==> config.mk <==
export PLATFORM = sky130hd
export DESIGN_NAME = irq_src_bank
export DESIGN_NICKNAME = d
export VERILOG_FILES = /design/src/rtl/irq_src_pkg.sv /design/src/rtl/src_sync.sv /design/src/rtl/src_slot.sv /design/src/rtl/irq_src_bank.sv
export SDC_FILE = /design/constraint.sdc
export NUM_CORES = 1
export LEC_CHECK = 0
export BUFFER_PORTS_ARGS = -buffer_cell sky130_fd_sc_hd__buf_2
export CAP_MARGIN = 10
export CORE_UTILIZATION = 50
export DETAILED_ROUTE_END_ITERATION = 10
export PLACE_DENSITY = 0.8
export SLEW_MARGIN = 25
export SYNTH_ARGS = -nofsm -noshare
export SYNTH_HDL_FRONTEND = slang
export SYNTH_SLANG_ARGS = --single-unit
==> constraint.sdc <==
create_clock -name clk -period 6.1 [get_ports clk]
set_clock_uncertainty 0.05 [all_clocks]
set_input_delay 1.525 -clock clk [delete_from_list [all_inputs] [get_ports clk]]
set_output_delay 1.525 -clock clk [all_outputs]
set_load 0.01 [all_outputs]
==> src/rtl/irq_src_pkg.sv <==
package irq_src_pkg;
  localparam int CFG_W   = 11;
  localparam int DLG_BIT = 10;
  localparam int CHILD_W = 10;
  localparam int MODE_W  = 3;

  localparam logic [MODE_W-1:0] MD_OFF  = 3'd0;
  localparam logic [MODE_W-1:0] MD_RISE = 3'd4;
  localparam logic [MODE_W-1:0] MD_FALL = 3'd5;
  localparam logic [MODE_W-1:0] MD_HIGH = 3'd6;
  localparam logic [MODE_W-1:0] MD_LOW  = 3'd7;

  typedef enum logic [3:0] {
    OP_CFG      = 4'd0,
    OP_SETP_NUM = 4'd1,
    OP_CLRP_NUM = 4'd2,
    OP_SETE_NUM = 4'd3,
    OP_CLRE_NUM = 4'd4,
    OP_SETP_MAP = 4'd5,
    OP_CLRP_MAP = 4'd6,
    OP_SETE_MAP = 4'd7,
    OP_CLRE_MAP = 4'd8
  } cmd_op_e;

  function automatic logic [CFG_W-1:0] cfg_mask(input logic [31:0] v, input logic child);
    if (v[DLG_BIT] && !child) return '0;
    if (v[DLG_BIT])           return {1'b1, v[CHILD_W-1:0]};
    return {{(CFG_W-MODE_W){1'b0}}, v[MODE_W-1:0]};
  endfunction
endpackage

==> src/rtl/src_sync.sv <==
module src_sync #(
  parameter int W = 8
) (
  input  logic         clk,
  input  logic         rst_n,
  input  logic [W-1:0] d,
  output logic [W-1:0] q
);
  logic [W-1:0] meta_q;

  always_ff @(posedge clk or negedge rst_n) begin
    if (!rst_n) begin
      meta_q <= '0;
      q      <= '0;
    end else begin
      meta_q <= d;
      q      <= meta_q;
    end
  end
endmodule

==> src/rtl/src_slot.sv <==
module src_slot
  import irq_src_pkg::*;
(
  input  logic             clk,
  input  logic             rst_n,
  input  logic             msi_mode,
  input  logic             lvl_in,
  input  logic             cfg_we,
  input  logic [CFG_W-1:0] cfg_wdata,
  input  logic             pend_set,
  input  logic             pend_clr,
  input  logic             en_set,
  input  logic             en_clr,
  output logic [CFG_W-1:0] cfg_q,
  output logic             pend_q,
  output logic             en_q,
  output logic             lvl_q
);
  logic              dlg, live, lvl_mode, hw_hit, set_ok, clr_ok, kill;
  logic [MODE_W-1:0] mode;

  assign dlg      = cfg_q[DLG_BIT];
  assign mode     = cfg_q[MODE_W-1:0];
  assign live     = !dlg && (mode != MD_OFF);
  assign lvl_mode = (mode == MD_HIGH) || (mode == MD_LOW);

  always_comb begin
    case (mode)
      MD_RISE: hw_hit = lvl_in && !lvl_q;
      MD_FALL: hw_hit = !lvl_in && lvl_q;
      MD_HIGH: hw_hit = lvl_in;
      MD_LOW:  hw_hit = !lvl_in;
      default: hw_hit = 1'b0;
    endcase
    if (dlg) hw_hit = 1'b0;
  end

  assign set_ok = pend_set && live && (!lvl_mode || msi_mode);
  assign clr_ok = pend_clr && live && !lvl_mode;
  assign kill   = cfg_we && (cfg_wdata[DLG_BIT] || (cfg_wdata == '0));

  always_ff @(posedge clk or negedge rst_n) begin
    if (!rst_n) begin
      cfg_q  <= '0;
      pend_q <= 1'b0;
      en_q   <= 1'b0;
      lvl_q  <= 1'b0;
    end else begin
      if (cfg_we) cfg_q <= cfg_wdata;
      pend_q <= kill ? 1'b0 : ((pend_q && !clr_ok) || set_ok || hw_hit);
      en_q   <= kill ? 1'b0 : ((en_q && !(en_clr && live)) || (en_set && live));
      if (!dlg) lvl_q <= lvl_in;
    end
  end

  AST_KILL_CLEARS: assert property (@(posedge clk) disable iff (!rst_n)
    kill |=> (!pend_q && !en_q));
  AST_DLG_QUIET: assert property (@(posedge clk) disable iff (!rst_n)
    (dlg && !pend_q && !en_q && !cfg_we) |=> (!pend_q && !en_q));
  AST_RISE_SETS: assert property (@(posedge clk) disable iff (!rst_n)
    (!dlg && mode == MD_RISE && !cfg_we && lvl_in && !lvl_q) |=> pend_q);
  AST_LVL_HOLD: assert property (@(posedge clk) disable iff (!rst_n)
    (!msi_mode && live && lvl_mode && pend_q && !cfg_we) |=> pend_q);
  AST_OFF_NO_EN: assert property (@(posedge clk) disable iff (!rst_n)
    (!live && !en_q && !cfg_we) |=> !en_q);
endmodule

==> src/rtl/irq_src_bank.sv <==
module irq_src_bank
  import irq_src_pkg::*;
#(
  parameter int NSRC  = 40,
  parameter int SEL_W = 10
) (
  input  logic             clk,
  input  logic             rst_n,
  input  logic             msi_mode,
  input  logic             child_present,
  input  logic [NSRC-1:1]  src_in,
  input  logic             cmd_valid,
  output logic             cmd_ready,
  input  logic [3:0]       cmd_op,
  input  logic [SEL_W-1:0] cmd_sel,
  input  logic [31:0]      cmd_data,
  input  logic [SEL_W-1:0] rd_sel,
  output logic [CFG_W-1:0] rd_cfg,
  output logic [31:0]      rd_pend_word,
  output logic [31:0]      rd_level_word,
  output logic [31:0]      rd_en_word,
  output logic [NSRC-1:1]  act_vec
);
  localparam int WORDS = (NSRC + 31) / 32;
  localparam int PAD_W = WORDS * 32;

  logic [NSRC-1:1]  lvl_sync;
  logic [NSRC-1:0]  pend_v, en_v, lvl_v;
  logic [CFG_W-1:0] cfg_arr [NSRC];
  logic [CFG_W-1:0] cfg_wval;
  logic [PAD_W-1:0] pend_pad, en_pad, lvl_pad;
  logic             rdy_q, fire;

  always_ff @(posedge clk or negedge rst_n) begin
    if (!rst_n) rdy_q <= 1'b0;
    else        rdy_q <= 1'b1;
  end
  assign cmd_ready = rdy_q;
  assign fire      = cmd_valid && rdy_q;
  assign cfg_wval  = cfg_mask(cmd_data, child_present);

  src_sync #(.W(NSRC-1)) u_sync (
    .clk(clk), .rst_n(rst_n), .d(src_in), .q(lvl_sync)
  );

  assign pend_v[0]  = 1'b0;
  assign en_v[0]    = 1'b0;
  assign lvl_v[0]   = 1'b0;
  assign cfg_arr[0] = '0;

  for (genvar s = 1; s < NSRC; s++) begin : g_slot
    logic num_hit, map_hit;
    assign num_hit = (cmd_data == 32'(s));
    assign map_hit = (cmd_sel == SEL_W'(s / 32)) && cmd_data[s % 32];

    src_slot u_slot (
      .clk      (clk),
      .rst_n    (rst_n),
      .msi_mode (msi_mode),
      .lvl_in   (lvl_sync[s]),
      .cfg_we   (fire && cmd_op == OP_CFG && cmd_sel == SEL_W'(s)),
      .cfg_wdata(cfg_wval),
      .pend_set (fire && ((cmd_op == OP_SETP_NUM && num_hit) || (cmd_op == OP_SETP_MAP && map_hit))),
      .pend_clr (fire && ((cmd_op == OP_CLRP_NUM && num_hit) || (cmd_op == OP_CLRP_MAP && map_hit))),
      .en_set   (fire && ((cmd_op == OP_SETE_NUM && num_hit) || (cmd_op == OP_SETE_MAP && map_hit))),
      .en_clr   (fire && ((cmd_op == OP_CLRE_NUM && num_hit) || (cmd_op == OP_CLRE_MAP && map_hit))),
      .cfg_q    (cfg_arr[s]),
      .pend_q   (pend_v[s]),
      .en_q     (en_v[s]),
      .lvl_q    (lvl_v[s])
    );
  end

  assign pend_pad = PAD_W'(pend_v);
  assign en_pad   = PAD_W'(en_v);
  assign lvl_pad  = PAD_W'(lvl_v);

  always_comb begin
    rd_cfg        = '0;
    rd_pend_word  = '0;
    rd_level_word = '0;
    rd_en_word    = '0;
    for (int s = 1; s < NSRC; s++) begin
      if (rd_sel == SEL_W'(s)) rd_cfg = cfg_arr[s];
    end
    for (int w = 0; w < WORDS; w++) begin
      if (rd_sel == SEL_W'(w)) begin
        rd_pend_word  = pend_pad[w*32 +: 32];
        rd_level_word = lvl_pad[w*32 +: 32];
        rd_en_word    = en_pad[w*32 +: 32];
      end
    end
  end

  assign act_vec = pend_v[NSRC-1:1] & en_v[NSRC-1:1];

  AST_READY_STAYS: assert property (@(posedge clk) disable iff (!rst_n)
    cmd_ready |=> cmd_ready);
endmodule

# Word level (Yosys, flattened, before mapping)
# Index checks and enable logic that the tools add are counted.
[classes]
magnitude_cmp = 0
reduce_logical = 1647
bitwise_logic = 1
div = 0
muxes = 208
eq_ne = 281
n_mul = 0
addsub = 0
shift = 0
[ops]
columns = ["cell", "count"]
rows = [
  ["logical AND 1 bit", 1017],
  ["== test 32 x 5 -> 1 bit, second input constant", 16],
  ["2-to-1 mux 11 bit", 43],
  ["== test 3 bit, second input constant", 156],
  ["logical OR 1 bit", 352],
  ["== test 10 x 5 -> 1 bit, second input constant", 32],
  ["== test 32 x 4 -> 1 bit, second input constant", 8],
  ["== test 32 x 6 -> 1 bit, second input constant", 8],
  ["zero test 1 bit", 235],
  ["2-to-1 mux 32 bit", 6],
  ["== test 10 x 4 -> 1 bit, second input constant", 16],
  ["== test 10 x 6 -> 1 bit, second input constant", 16],
  ["case mux 1 bit (4 select lines)", 39],
  ["== test 32 x 3 -> 1 bit, second input constant", 4],
  ["2-to-1 mux 1 bit", 120],
  ["nonzero test 3 bit", 39],
  ["== test 10 x 3 -> 1 bit, second input constant", 8],
  ["== test 32 x 2 -> 1 bit, second input constant", 2],
  ["== test 10 x 2 -> 1 bit, second input constant", 4],
  ["AND 39 bit", 1],
  ["== test 32 x 1 -> 1 bit, second input constant", 1],
  ["== test 10 x 1 -> 1 bit, second input constant", 2],
  ["zero test 10 bit", 2],
  ["== test 4 x 3 -> 1 bit, second input constant", 4],
  ["other kinds (5)", 6],
]
[totals]
reg_bits = 625
word_cells = 2296
mem_count = 0
mem_bits_ro = 0
ram_bits = 0
latch_bits = 0
out_inout_bits = 147
input_bits = 100

# Logic depth before layout (Yosys ltp)
[depth]
word_depth = 40
depth_mapped = 12

# Hierarchy
# Synthesis repeated with hierarchy kept, for this count alone.
[unflattened]
cells_unflattened = 3465
area_unflattened_um2 = 34857.2
[modules_own_cells]
columns = ["mod", "instances", "area_per_inst_um2", "cells_per_inst", "seq_area_each_um2"]
rows = [
  ["src_slot", 39, 620.6, 49, 350.3],
  ["irq_src_bank", 1, 8702.1, 1476, 25.0],
  ["src_sync", 1, 1951.9, 78, 1951.9],
]

# Least setup slack after synthesis
# No wires, ideal clock.
[synth_path]
path_kind = "input to output"
start = "input rd_sel[0]"
end = "output rd_cfg[4]"
n_path_buf = 4
arrival_time_ns = 3.475
required_time_ns = 4.525
path_stages = 11
slack_ns = 1.050
path_cell_list = "buf_2 buf_4 buf_4 clkbuf_1 mux2_2 o22ai_1 nor2_1 nor4_1 a21oi_1 nor4_1 nor2_1"
[synth_between]
elab_chain_cells = 40
[synth_rtl]
columns = ["element", "line_no", "rtl"]
rows = [
  ["from (decl)", "irq_src_bank.sv:17", "input logic [SEL_W-1:0] rd_sel,"],
  ["== test 10 x 1 -> 1 bit", "irq_src_bank.sv:84", "if (rd_sel == SEL_W'(s)) rd_cfg = cfg_arr[s];"],
  ["2-to-1 mux 11 bit (38 in a row)", "irq_src_bank.sv:84", ""],
  ["2-to-1 mux 11 bit (*)", "irq_src_bank.sv:84", ""],
  ["to (decl)", "irq_src_bank.sv:18", "output logic [CFG_W-1:0] rd_cfg,"],
]
# Mark *: on every way between the ends. The rest lies on a longest branch, timed or not.

# Worst setup path after layout
[layout_path]
start = "input rd_sel[3]"
end = "output rd_cfg[9]"
# The elaborated chain is that of the path after synthesis.

==> flow_metrics.tcl <==
set metrics [dict create \
    max_stage_delay_ns 0.62 \
    setup_viol 0 \
    setup.worst_path.end_class "primary output" \
    power.leakage_nw 15.81 \
    crit_path_max_fanout 28 \
    ctsHoldBuffers 0 \
    min_from "u_sync.meta_q[11]" \
    slew_violations 0 \
    nets 3970 \
    fmax_ghz 0.1674 \
    via_per_inst 6.773 \
    criticalPathCategory "in2out" \
    crit_arrival_ns 4.40 \
    final_core_util_pct 58.52 \
    worst_pin_slew_ns 1.124 \
    ys_ff_latch 625 \
    crit_required_ns 4.53 \
    startpoint_type "input port" \
    remaining_drc_errors 0 \
    grt_pass1_vias 29860 \
    reg2regPathDepth 5 \
    tritoncts "done" \
    worst-r2r-setup-slack_ns 3.06 \
    syn-cell-area_um2 32300 \
    yosysMostFrequentCell "nand2_1" \
    hold_viol 0 \
    grt.overflow.total 0 \
    synth_nets 3790 \
    cap_violations 0 \
    avgSynthCellArea_um2 8.754 \
    io_buffers 246 \
    fin_crit_sh_pct 97.95 \
    r2r-end "g_slot[6].u_slot.en_q" \
    synth_warnings 0 \
    synthArstFlopShare_pct 100.0 \
    die_x_um 256.2 \
    die-area_um2 65620 \
    reg2reg_from "cmd_ready" \
    cts_root_buf "clkbuf_16" \
    ant_nets 0 \
    initial_core_util_pct 50.93 \
    synth_top_area_cell "dfrtp_1" \
    clk_latency_ns 0.64 \
    yosysSeqAreaShare_pct 48.42 \
    core-area_um2 63430 \
    holdPathStages 0 \
    min_to "u_sync.q[11]" \
    die_h_um 256.2 \
    nFillCells 5628 \
    htree_levels 3 \
    synthCells 3690 \
    drive_above_1_share_pct 16.12 \
    grt_max_degree 141 \
    hold_path_class "reg2reg" \
    multi_input_area_um2 15470 \
    antenna_found_initial 14 \
    yosysUniqueCellTypes 81 \
    drtIter0Drc 5047 \
    cp_slowest_cell "o21ai_0" \
    final-seq-area_um2 15640 \
    ys_top_cells_by_count "nand2_1, dfrtp_1, o21ai_0" \
    gp_congestion 1.053 \
    synth-edff-count 0 \
    status "finished clean" \
    synth_ff_type "dfrtp_1" \
    grt_use_total_pct 41.74 \
    vias 32320 \
    cts.sinks 625 \
    max_slew_margin_pct 24.87 \
    cts_buffers 69 \
    period_minus_slack_ns 5.975 \
    avgRoutedWirePerCell_um 29.07 \
    place_hpwl_um 98670 \
    synth_top_area_share_pct 48.42 \
    path_cells "buf_2 -> buf_4 -> nor2b_1 -> buf_4 -> a21oi_1 -> o2111ai_1 -> a21oi_1 -> o21ai_0 -> a31oi_1 -> o21a_1 -> buf_2" \
    tns_ns 0 \
    ir_drop_mv 0.2410 \
    rsz0062_at_grt "false" \
    drt-total-wl_um 138700 \
    firstDrtPassIters 6 \
    synthToLayoutAreaGrowth_pct 14.92 \
    placementRows 92 \
    grt_pass1_wl_um 202100 \
    num_io_pins 247 \
    power_density_nw_per_um2 245.4 \
    synthTopCellsByArea "dfrtp_1, o21ai_0, nand2_1" \
    clk_pin_slew_worst_paths_ns 0.06 \
    cts_buffer_depth 3 \
]
-- placed cells by master, fill, tap and decap left out, drive strengths merged, types with 56 or more instances in the layout --
master  count
and3       92
dfrtp     625
nor2      202
mux2       77
nand3      76
buf       381
clkbuf     98
a21oi     145
o21ai     628
nand2     692
a22oi      58
nor3      115
inv        56
-- layout make-up --
| cell class | instances | area share (%) |
|---|---|---|
| Clock inverter | 23 | 0.9404 |
| Multi-Input combinational cell | 2740 | 41.68 |
| Inverter | 53 | 0.5359 |
| Sequential cell | 625 | 42.13 |
| Tap cell | 846 | 2.852 |
| Antenna cell | 6 | 0.04045 |
| Clock buffer | 98 | 5.326 |
| Timing Repair Buffer | 381 | 6.492 |
-- worst max path at each step --
stage,from,endpoint,slack [ns],cells after the start
3_3_place_gp,rd_sel[7],rd_cfg[9],0.14,11
5_1_grt,rd_sel[3],rd_cfg[9],0.11,11
6_report,rd_sel[3],rd_cfg[9],0.12,11
2_1_floorplan,rd_sel[0],rd_cfg[4],1.05,11
3_5_place_dp,rd_sel[7],rd_cfg[9],0.09,11
4_1_cts,rd_sel[7],rd_cfg[9],0.09,11
-- kinds of logic after synthesis --
logic type      count (synthesis)  share of synthesized area [%]
simple gates                 1407                          20.41
compound gates               1217                          22.92
flops                         625                          48.42
buf+inv                       325                          4.025
mux                           115                          4.211
other cells                     1                        0.01161
-- layer usage --
metal	GRT usage (%)	wire (um)	vias to the layer above	share of wire, %
met5	0	39	-	0.028
met4	25.22	9508	6	6.9
met3	10.24	18350	526	13
met2	60.00	58210	2546	42
met1	57.02	52630	15550	38
li1	-	-	13690	-
-- registers in the layout, summed over array words and instances, names as in the netlist --
| signal | count |
|---|---|
| cmd_ready | 1 |
| g_slot.u_slot.cfg_q | 429 |
| g_slot.u_slot.en_q | 39 |
| g_slot.u_slot.lvl_q | 39 |
| g_slot.u_slot.pend_q | 39 |
| u_sync.meta_q | 39 |
| u_sync.q | 39 |
-- report_power, final --
group	total, W	leakage, nW	switching [W]	internal (W)
sequential	0.00423	8.39	0.0000402	0.00419
clock	0.00435	1.14	0.00181	0.00254
combinational	0.000533	6.28	0.000403	0.000131
total	0.00911	15.8	0.00225	0.00686
-- critical path, delay by kind of cell --
kind,cells,cell delay (ns)
AOI/OAI and AO/OA,6,1.32
buffers and inverters,4,1.15
and+or+nand+nor,1,0.39
-- through the flow --
stage               setup slack (ns)  instances  hold WS (ns)  total power (W)  instance area, um^2
floorplan                      1.050       3690        0.2812         0.004502                32300
global placement              0.1354       4645        0.2810         0.004811                34750
detailed placement           0.08609       4645        0.2847         0.004814                34760
CTS                          0.08743       4766        0.2979         0.009099                37080
global route                  0.1090       4771        0.2992         0.009292                37120
finish                        0.1248       4772        0.2971         0.009110                37120
-- repair_timing --
| item | 4_1_cts | 5_1_grt |
|---|---|---|
| resized for setup | 0 | 1 |
| hold endpoints to repair | 0 | 0 |
| setup buffers | 0 | 0 |
| setup endpoints to repair | 0 | 1 |
(Power assumes the default switching activity.)
